==> config.mk <==
export PLATFORM = sky130hd
export DESIGN_NAME = cond_field_packer
export DESIGN_NICKNAME = d
export VERILOG_FILES = /design/src/rtl/crpk_pkg.sv /design/src/rtl/crpk_reduce.sv /design/src/rtl/crpk_seq.sv /design/src/rtl/crpk_accum.sv /design/src/rtl/cond_field_packer.sv
export SDC_FILE = /design/constraint.sdc
export NUM_CORES = 1
export LEC_CHECK = 0
export BUFFER_PORTS_ARGS = -buffer_cell sky130_fd_sc_hd__clkbuf_2
export CORE_ASPECT_RATIO = 0.8
export CORE_MARGIN = 2
export CORE_UTILIZATION = 48
export DETAILED_ROUTE_END_ITERATION = 6
export PLACE_DENSITY = 0.74
export SYNTH_ARGS = -nofsm -noshare
export SYNTH_HDL_FRONTEND = slang
export SYNTH_HIERARCHICAL = 1
export SYNTH_SLANG_ARGS = --single-unit
==> constraint.sdc <==
create_clock -name clk -period 5.7 [get_ports clk]
set_input_delay 0.57 -clock clk [delete_from_list [all_inputs] [get_ports clk]]
set_output_delay 0.57 -clock clk [all_outputs]
set_load 0.02 [all_outputs]
==> src/rtl/crpk_pkg.sv <==
package crpk_pkg;
  localparam int FIELD_W = 4;

  typedef enum logic [1:0] {
    ST_IDLE  = 2'd0,
    ST_READ  = 2'd1,
    ST_WRITE = 2'd2,
    ST_DONE  = 2'd3
  } crpk_state_e;
endpackage

==> src/rtl/crpk_reduce.sv <==
module crpk_reduce #(
  parameter int FW = 4
) (
  input  logic [FW-1:0] field,
  input  logic [FW-1:0] mask,
  input  logic [FW-1:0] mode,
  input  logic          any,
  output logic          bit_out
);
  logic [FW-1:0] hits;

  always_comb begin
    hits    = mask & ~(field ^ mode);
    bit_out = any ? (|hits) : (&hits);
  end
endmodule

==> src/rtl/crpk_seq.sv <==
module crpk_seq #(
  parameter int VL_W   = 7,
  parameter int FIDX_W = 6,
  parameter int RIDX_W = 5,
  parameter int SLOT_W = 6
) (
  input  logic [VL_W-1:0]   cnt,
  input  logic [VL_W-1:0]   vl,
  input  logic [FIDX_W-1:0] src_base,
  input  logic              src_vec,
  input  logic [RIDX_W-1:0] dst_base,
  input  logic              dst_vec,
  input  logic [1:0]        pack,
  output logic [FIDX_W-1:0] fld_idx,
  output logic [SLOT_W-1:0] slot,
  output logic [RIDX_W-1:0] reg_idx,
  output logic              elem_full,
  output logic              elem_last
);
  logic [VL_W-1:0] kmask;
  logic [VL_W-1:0] in_elem;

  always_comb begin
    kmask     = (VL_W'(1) << pack) - VL_W'(1);
    in_elem   = cnt & kmask;
    fld_idx   = src_vec ? src_base + FIDX_W'(cnt) : src_base;
    slot      = dst_vec ? SLOT_W'(in_elem) : SLOT_W'(cnt);
    reg_idx   = dst_vec ? dst_base + RIDX_W'(cnt >> pack) : dst_base;
    elem_full = dst_vec && (in_elem == kmask);
    elem_last = (cnt == vl - VL_W'(1));
  end
endmodule

==> src/rtl/crpk_accum.sv <==
module crpk_accum #(
  parameter int XLEN   = 64,
  parameter int SLOT_W = 6
) (
  input  logic              clk,
  input  logic              rst_n,
  input  logic              clr,
  input  logic              ins,
  input  logic [SLOT_W-1:0] slot,
  input  logic              bit_in,
  output logic [XLEN-1:0]   acc
);
  always_ff @(posedge clk) begin
    if (!rst_n || clr) acc <= '0;
    else if (ins)      acc <= acc | (XLEN'(bit_in) << slot);
  end
endmodule

==> src/rtl/cond_field_packer.sv <==
module cond_field_packer #(
  parameter int NUM_FIELDS = 64,
  parameter int NUM_REGS   = 32,
  parameter int XLEN       = 64,
  parameter int MAX_VL     = 64,
  // derived widths, not meant to be overridden
  parameter int FIDX_W     = $clog2(NUM_FIELDS),
  parameter int RIDX_W     = $clog2(NUM_REGS),
  parameter int VL_W       = $clog2(MAX_VL + 1)
) (
  input  logic              clk,
  input  logic              rst_n,
  input  logic              start,
  input  logic [VL_W-1:0]   cfg_vl,
  input  logic [FIDX_W-1:0] cfg_src_base,
  input  logic              cfg_src_vec,
  input  logic [RIDX_W-1:0] cfg_dst_base,
  input  logic              cfg_dst_vec,
  input  logic [1:0]        cfg_pack,
  input  logic [3:0]        cfg_mask,
  input  logic [3:0]        cfg_mode,
  input  logic              cfg_any,
  output logic              rd_valid,
  input  logic              rd_ready,
  output logic [FIDX_W-1:0] rd_idx,
  input  logic [3:0]        rd_field,
  output logic              wr_valid,
  input  logic              wr_ready,
  output logic [RIDX_W-1:0] wr_idx,
  output logic [XLEN-1:0]   wr_data,
  output logic              done
);
  import crpk_pkg::*;

  localparam int SLOT_W = $clog2(XLEN);
  localparam int FW     = FIELD_W;

  crpk_state_e       st;
  logic [VL_W-1:0]   cnt, vl_q;
  logic [FIDX_W-1:0] src_base_q;
  logic [RIDX_W-1:0] dst_base_q, widx_q;
  logic              src_vec_q, dst_vec_q, any_q, last_q;
  logic [1:0]        pack_q;
  logic [FW-1:0]     mask_q, mode_q;
  logic [VL_W-1:0]   vl_lim;

  logic [SLOT_W-1:0] slot;
  logic [RIDX_W-1:0] reg_idx;
  logic              elem_full, elem_last, res_bit;
  logic              rd_fire, wr_fire, acc_clr;
  logic [XLEN-1:0]   acc;

  crpk_seq #(.VL_W(VL_W), .FIDX_W(FIDX_W), .RIDX_W(RIDX_W), .SLOT_W(SLOT_W)) u_seq (
    .cnt(cnt), .vl(vl_q), .src_base(src_base_q), .src_vec(src_vec_q),
    .dst_base(dst_base_q), .dst_vec(dst_vec_q), .pack(pack_q),
    .fld_idx(rd_idx), .slot(slot), .reg_idx(reg_idx),
    .elem_full(elem_full), .elem_last(elem_last)
  );

  crpk_reduce #(.FW(FW)) u_red (
    .field(rd_field), .mask(mask_q), .mode(mode_q), .any(any_q), .bit_out(res_bit)
  );

  crpk_accum #(.XLEN(XLEN), .SLOT_W(SLOT_W)) u_acc (
    .clk(clk), .rst_n(rst_n), .clr(acc_clr), .ins(rd_fire),
    .slot(slot), .bit_in(res_bit), .acc(acc)
  );

  always_comb begin
    rd_valid = (st == ST_READ);
    wr_valid = (st == ST_WRITE);
    done     = (st == ST_DONE);
    rd_fire  = rd_valid && rd_ready;
    wr_fire  = wr_valid && wr_ready;
    acc_clr  = ((st == ST_IDLE) && start) || wr_fire;
    wr_idx   = widx_q;
    wr_data  = acc;
    vl_lim   = (cfg_vl > VL_W'(MAX_VL)) ? VL_W'(MAX_VL) : cfg_vl;
  end

  always_ff @(posedge clk) begin
    if (!rst_n) begin
      st         <= ST_IDLE;
      cnt        <= '0;
      vl_q       <= '0;
      src_base_q <= '0;
      dst_base_q <= '0;
      widx_q     <= '0;
      src_vec_q  <= 1'b0;
      dst_vec_q  <= 1'b0;
      any_q      <= 1'b0;
      last_q     <= 1'b0;
      pack_q     <= '0;
      mask_q     <= '0;
      mode_q     <= '0;
    end else begin
      case (st)
        ST_IDLE: if (start) begin
          vl_q       <= vl_lim;
          src_base_q <= cfg_src_base;
          src_vec_q  <= cfg_src_vec;
          dst_base_q <= cfg_dst_base;
          dst_vec_q  <= cfg_dst_vec;
          pack_q     <= cfg_pack;
          mask_q     <= cfg_mask;
          mode_q     <= cfg_mode;
          any_q      <= cfg_any;
          cnt        <= '0;
          st         <= (vl_lim == '0) ? ST_DONE : ST_READ;
        end
        ST_READ: if (rd_fire) begin
          if (elem_full || elem_last) begin
            widx_q <= reg_idx;
            last_q <= elem_last;
            st     <= ST_WRITE;
          end else begin
            cnt <= cnt + VL_W'(1);
          end
        end
        ST_WRITE: if (wr_fire) begin
          if (last_q) begin
            st <= ST_DONE;
          end else begin
            cnt <= cnt + VL_W'(1);
            st  <= ST_READ;
          end
        end
        default: st <= ST_IDLE;
      endcase
    end
  end
endmodule

======== Word-level counts from Yosys, hierarchy flattened ========
Index checks and enable logic that the tools add are counted.
storage, ports and cells
  bits in registers ....................... 110
  latch bits .............................. 0
  bits in writable memories ............... 0
  ROM bits ................................ 0
  output and inout bits ................... 78
  word-level logic and storage cells ...... 74
  memories kept ........................... 0
operators by class
  $add $sub $neg .......................... 5
  multipliers ............................. 0
  divide/modulo/power cells ............... 0
  $lt $le $gt $ge ......................... 1
  equality and inequality tests ........... 11
  shift-type cells ........................ 3
  multiplexer cells ....................... 18
  bitwise gates (word level) .............. 5
  reductions and logical operators ........ 17
operators by type and width
  cell                                                                     number
  64-bit bitwise OR                                                        1
  1-bit by 6-bit left shift with 64-bit output                             1
  7-bit 2-to-1 mux                                                         6
  7-bit one-hot mux with 3 select lines                                    1
  7-bit equality test                                                      2
  2-bit 2-to-1 mux                                                         6
  6-bit 2-to-1 mux                                                         2
  4-bit AND reduction                                                      2
  7-bit by 1-bit adder with 7-bit output, second input constant            1
  7-bit AND                                                                1
  7-bit greater-than comparator, second input constant                     1
  7-bit logical NOT                                                        1
  1-bit by 2-bit left shift with 7-bit output, first input constant        1
  7-bit by 2-bit >> shifter with 5-bit output                              1
  7-bit by 1-bit subtractor with 7-bit output, second input constant       1
  7-bit by 2-bit subtractor with 7-bit output, second input constant       1
  6-bit adder                                                              1
  2-bit by 1-bit inequality test with 1-bit output, second input constant  3
  2-bit inequality test, second input constant                             3
  2-bit one-hot mux with 3 select lines                                    1
  6-bit AND reduction                                                      1
  5-bit adder                                                              1
  5-bit 2-to-1 mux                                                         1
  4-bit AND                                                                1
  13 further kinds                                                         19

======== Logic depth before layout (Yosys ltp) ========
  depth after elaboration ................. 9
  depth in mapped cells ................... 15
  mapped depth without buffers ............ 14

======== Hierarchy ========
Netlist, hierarchy kept.
modules (own cells, without submodules)
  module             instances  cells an instance  area each (sq um)  seq. area each (sq um)
  crpk_accum         1          232                2318.5             1281.2
  cond_field_packer  1          231                2010.7             920.9
  crpk_seq           1          117                909.6              0.0
  crpk_reduce        1          12                 76.3               0.0

======== Worst setup path after synthesis ========
OpenSTA, ideal clock, no wires.
  path type ............................... flip-flop to flip-flop
  start ................................... register vl_q[0]
  end ..................................... register st[0]
  data arrival time ....................... 2.481 ns
  data required time ...................... 5.584 ns
  path slack .............................. 3.103 ns
  stages on the path, launching flop included .. 12
  cell sequence ........................... dfxtp_1 > inv_1 > ha_1 > nor3b_2 > xor2_1 > mux2i_1 > a21oi_1 > nor3_1 > nor2_1 > a2111oi_0 > mux2i_1 > nor2b_1
between the ends
  longest elaborated chain between the ends .. 5
ends and longest elaborated chain
  item                                                        RTL line                  text
  start, declared                                             cond_field_packer.sv:39   logic [VL_W-1:0] cnt, vl_q;
  start signal, assigned                                      cond_field_packer.sv:99   vl_q <= vl_lim;
  7-bit by 1-bit subtractor with 7-bit output                 crpk_seq.sv:30            elem_last = (cnt == vl - VL_W'(1));
  7-bit equality test                                         crpk_seq.sv:30
  net elem_last                                               cond_field_packer.sv:49   logic elem_full, elem_last, res_bit;
  1-bit logical OR                                            cond_field_packer.sv:112  if (elem_full || elem_last) begin
  2-bit by 1-bit inequality test with 1-bit output (no line)  -
  4-bit AND reduction (no line)                               -
  end signal, assigned                                        cond_field_packer.sv:109  st <= (vl_lim == '0) ? ST_DONE : ST_READ;
  end, declared                                               cond_field_packer.sv:38   crpk_state_e st;
The timed path passes the listed nets, and every way through them passes these cells.
A chain may end at the register's enable or synchronous reset.

======== Final worst setup path ========
  start ................................... register pack_q[0]
  end ..................................... register st[1]
between the ends
  longest elaborated chain between the ends .. 8
ends and longest elaborated chain
  item                                                          RTL line                  text
  start, declared                                               cond_field_packer.sv:43   logic [1:0] pack_q;
  start signal, assigned                                        cond_field_packer.sv:104  pack_q <= cfg_pack;
  1-bit by 2-bit left shift with 7-bit output *                 crpk_seq.sv:24            kmask = (VL_W'(1) << pack) - VL_W'(1);
  7-bit by 2-bit subtractor with 7-bit output *                 crpk_seq.sv:24
  7-bit AND                                                     crpk_seq.sv:25            in_elem = cnt & kmask;
  7-bit equality test *                                         crpk_seq.sv:29            elem_full = dst_vec && (in_elem == kmask);
  1-bit logical AND *                                           crpk_seq.sv:29
  net elem_full                                                 cond_field_packer.sv:49
  1-bit logical OR *                                            cond_field_packer.sv:112
  2-bit by 1-bit inequality test with 1-bit output (no line) *  -
  4-bit AND reduction (no line) *                               -
Mark *: on every way through the listed nets, which the timed path passes. The rest lies on a longest branch.

==> results.cfg <==
[cts]
root_buffer = clkbuf_16
clk_latency_ps = 340
cts_resized = 0
clockBufferDepth = 2
cts_tree = yes
h-tree-depth = 3
cts_hold_buf = 0
clkTransAtPathRegs_ps = 70
post-cts-setup-buffers = 0
numCtsBuffers = 9
clkSinkCount = 110

[yosys]
async_flop_share_pct = 0
synth.cell_area_sq_um = 5315
yosysWarningCount = 6
synth_area_leader_cell = dfxtp_1
synth_fp_nets = 650
netlist_instances = 592
ys_seq_area_share_pct = 41.43
synth-seq-cells = 110
synth_area_leaders = dfxtp_1 (41%), a21oi_1 (6.0%), nand2_1 (5.4%)
ys_types = 69
synth_edf_count = 0
synth_top_cell_area_share_pct = 41.43
syn_area_per_cell_sq_um = 8.978
synth_ff_type = dfxtp_1

[placement]
gp_congestion = 0.8523
io_buffer_count = 117
dp_hpwl_um = 8974
place_area_sq_um = 5913

[worst_setup_path]
critPathLaunch = pack_q[0]
critPathKind = flip-flop to flip-flop
crit_cells = 8
r2r_setup_slack_ps = 2610
r2r_end = st[1]
path_delay_family = compound AO/OA/AOI/OAI gates
cp.required_ps = 5940
crit_chain = nand2b_1, ha_1, o221ai_1, a211oi_1, nor2_1, a2111oi_0, nand2_1, o32ai_1
worstSetupEndpoint = st[1]
crit_path_end_kind = flip-flop
critPathMaxStageDelay_ps = 830
cp-start-kind = flip-flop
r2r_cells = 8
cp_data_arrival_time_ps = 3330
r2r_start = pack_q[0]
cp.buffers_inverters = 0
cp_slowest_cell = a2111oi_0
path_max_fanout = 12

[finish]
mostFrequentLayoutCells = clkbuf_2 (117), dfxtp_1 (110), nand2_1 (77), nor2_1 (67), a21oi_1 (63)
drive_gt1_share_pct = 27.54
finalInstanceArea_sq_um = 6221
num_antenna_cells = 0
fillers = 1001
syn2layout_area_growth_pct = 17.04
multi_input_area_sq_um = 2870
seq_area_sq_um = 2202
layout_commonest_cell = clkbuf_2
nets = 743

[sta]
fin_setup_tns_ps = 0
period_needed_ps = 3088
hold_violations = 0
max_slew_margin_pct = 26.74
finalMaxSlewViolations = 0
finClkSkew_ps = 8.409
fmax_mhz = 323.9
timing.final.crit_share_pct = 54.17
setup_viol = 0
rsz0062_at_grt = false
worst_pin_slew_ps = 1096

[route]
via_per_inst = 5.339
wl_per_cell_um = 15.05
drc = 0
drtIter0Drc = 305
drt_wl_total_um = 12550
drt-pass1-iter-count = 4
ant_nets = 0
vias = 4453

[power_and_ir_drop]
vdd_drop_max_v = 0.0002000
power_density_nw_per_um2 = 316.2
p_leak_uw = 0.002575

[die]
io_pins = 118
die_h_um = 98.12
die_area_sq_um = 11940
num_rows = 34
core_area_sq_um = 10850
die_w_um = 121.7
initial_core_util_pct = 49.00

[run_status]
outcome = completed

[global_route]
grtUsageTotal_pct = 21.53
grt_max_degree = 65
grt-ovfl-total = 0
grt_pass1_vias = 4324
antenna_found_initial = 0
grt_pass1_wl_um = 20640

[job]
max-cap-violations = 0

[hold_path]
hp-class = primary input to flip-flop
-- through the flow --
step	worst slack [ps]	power (uW)	util, %	instances	hold slack (ps)
floorplan	3103	1245	-	592	440.1
global placement	2911	1327	54.51	818	449.4
detailed placement	2754	1347	54.51	818	453.4
CTS	2712	1987	57.35	834	448.3
global route	2345	2078	57.35	834	462.9
finish	2612	1967	57.35	834	460.2
-- kinds of logic after synthesis --
kind of cell / Yosys count / synth area share [%]
and+or+nand+nor: 225 / 24.22
muxes: 23 / 4.496
xor gates and xnor gates: 18 / 2.966
adders and majority gates: 18 / 4.520
DFF: 110 / 41.43
buffers and inverters: 53 / 4.825
AOI/OAI and AO/OA: 145 / 17.54
-- synth_stat cells (all sizes together) (3+ instances only) --
library cell,number
clkbuf,20
dfxtp,110
xnor2,12
nor4b,6
o21ai,12
nor4,3
nor2,75
xor2,6
a211oi,4
mux2i,16
inv,16
a21o,3
nor2b,14
buf,17
a21boi,34
nand2,77
a21oi,72
nand2b,6
and4b,6
o311ai,3
or3,3
ha,16
and3,5
mux2,7
nand3b,10
and4bb,7
-- where the power goes --
part           internal, uW  switching, uW  total (uW)
Clock                   348            290         638
Sequential              809           50.4         859
Combinational           181            289         470
-- layout make-up --
class / instances / area share (%)
multi-input cells: 429 / 46.14
flip-flops and latches: 110 / 35.40
repair buffers: 119 / 9.654
clock buffers: 9 / 3.620
well taps: 144 / 2.896
clock inverters: 7 / 1.327
inverters: 16 / 0.9654
-- worst min path at each step --
stage | start | endpoint | cells after the start
after floorplan | src_vec_q | src_vec_q | 2
after global placement | u_acc/acc[55] | u_acc/acc[55] | 2
after detailed placement | u_acc/acc[53] | u_acc/acc[53] | 2
after CTS | cfg_mode[1] | mode_q[1] | 3
after global routing | cfg_dst_vec | dst_vec_q | 3
final | cfg_mask[1] | mask_q[1] | 3
-- per-layer routing --
metal	vias up	part of all wire, %	track usage (%)
met5	-	0	0
met4	0	1.1	5.128
met2	107	48	35.96
li1	2221	-	-
met1	2113	46	28.29
met3	12	4.8	5.082
-- state kept, by name, indices dropped and copies added (netlist names) --
signal      cells
u_acc/acc      64
cnt             7
vl_q            7
src_base_q      6
dst_base_q      5
wr_idx          5
mask_q          4
mode_q          4
pack_q          2
st              2
any_q           1
dst_vec_q       1
last_q          1
src_vec_q       1
-- tightest hold or removal path, stage by stage --
cell and delay, ps:
clkbuf_2 80, nand2_1 40, a21boi_0 60
No activity file was read; power rests on OpenSTA's default activity.
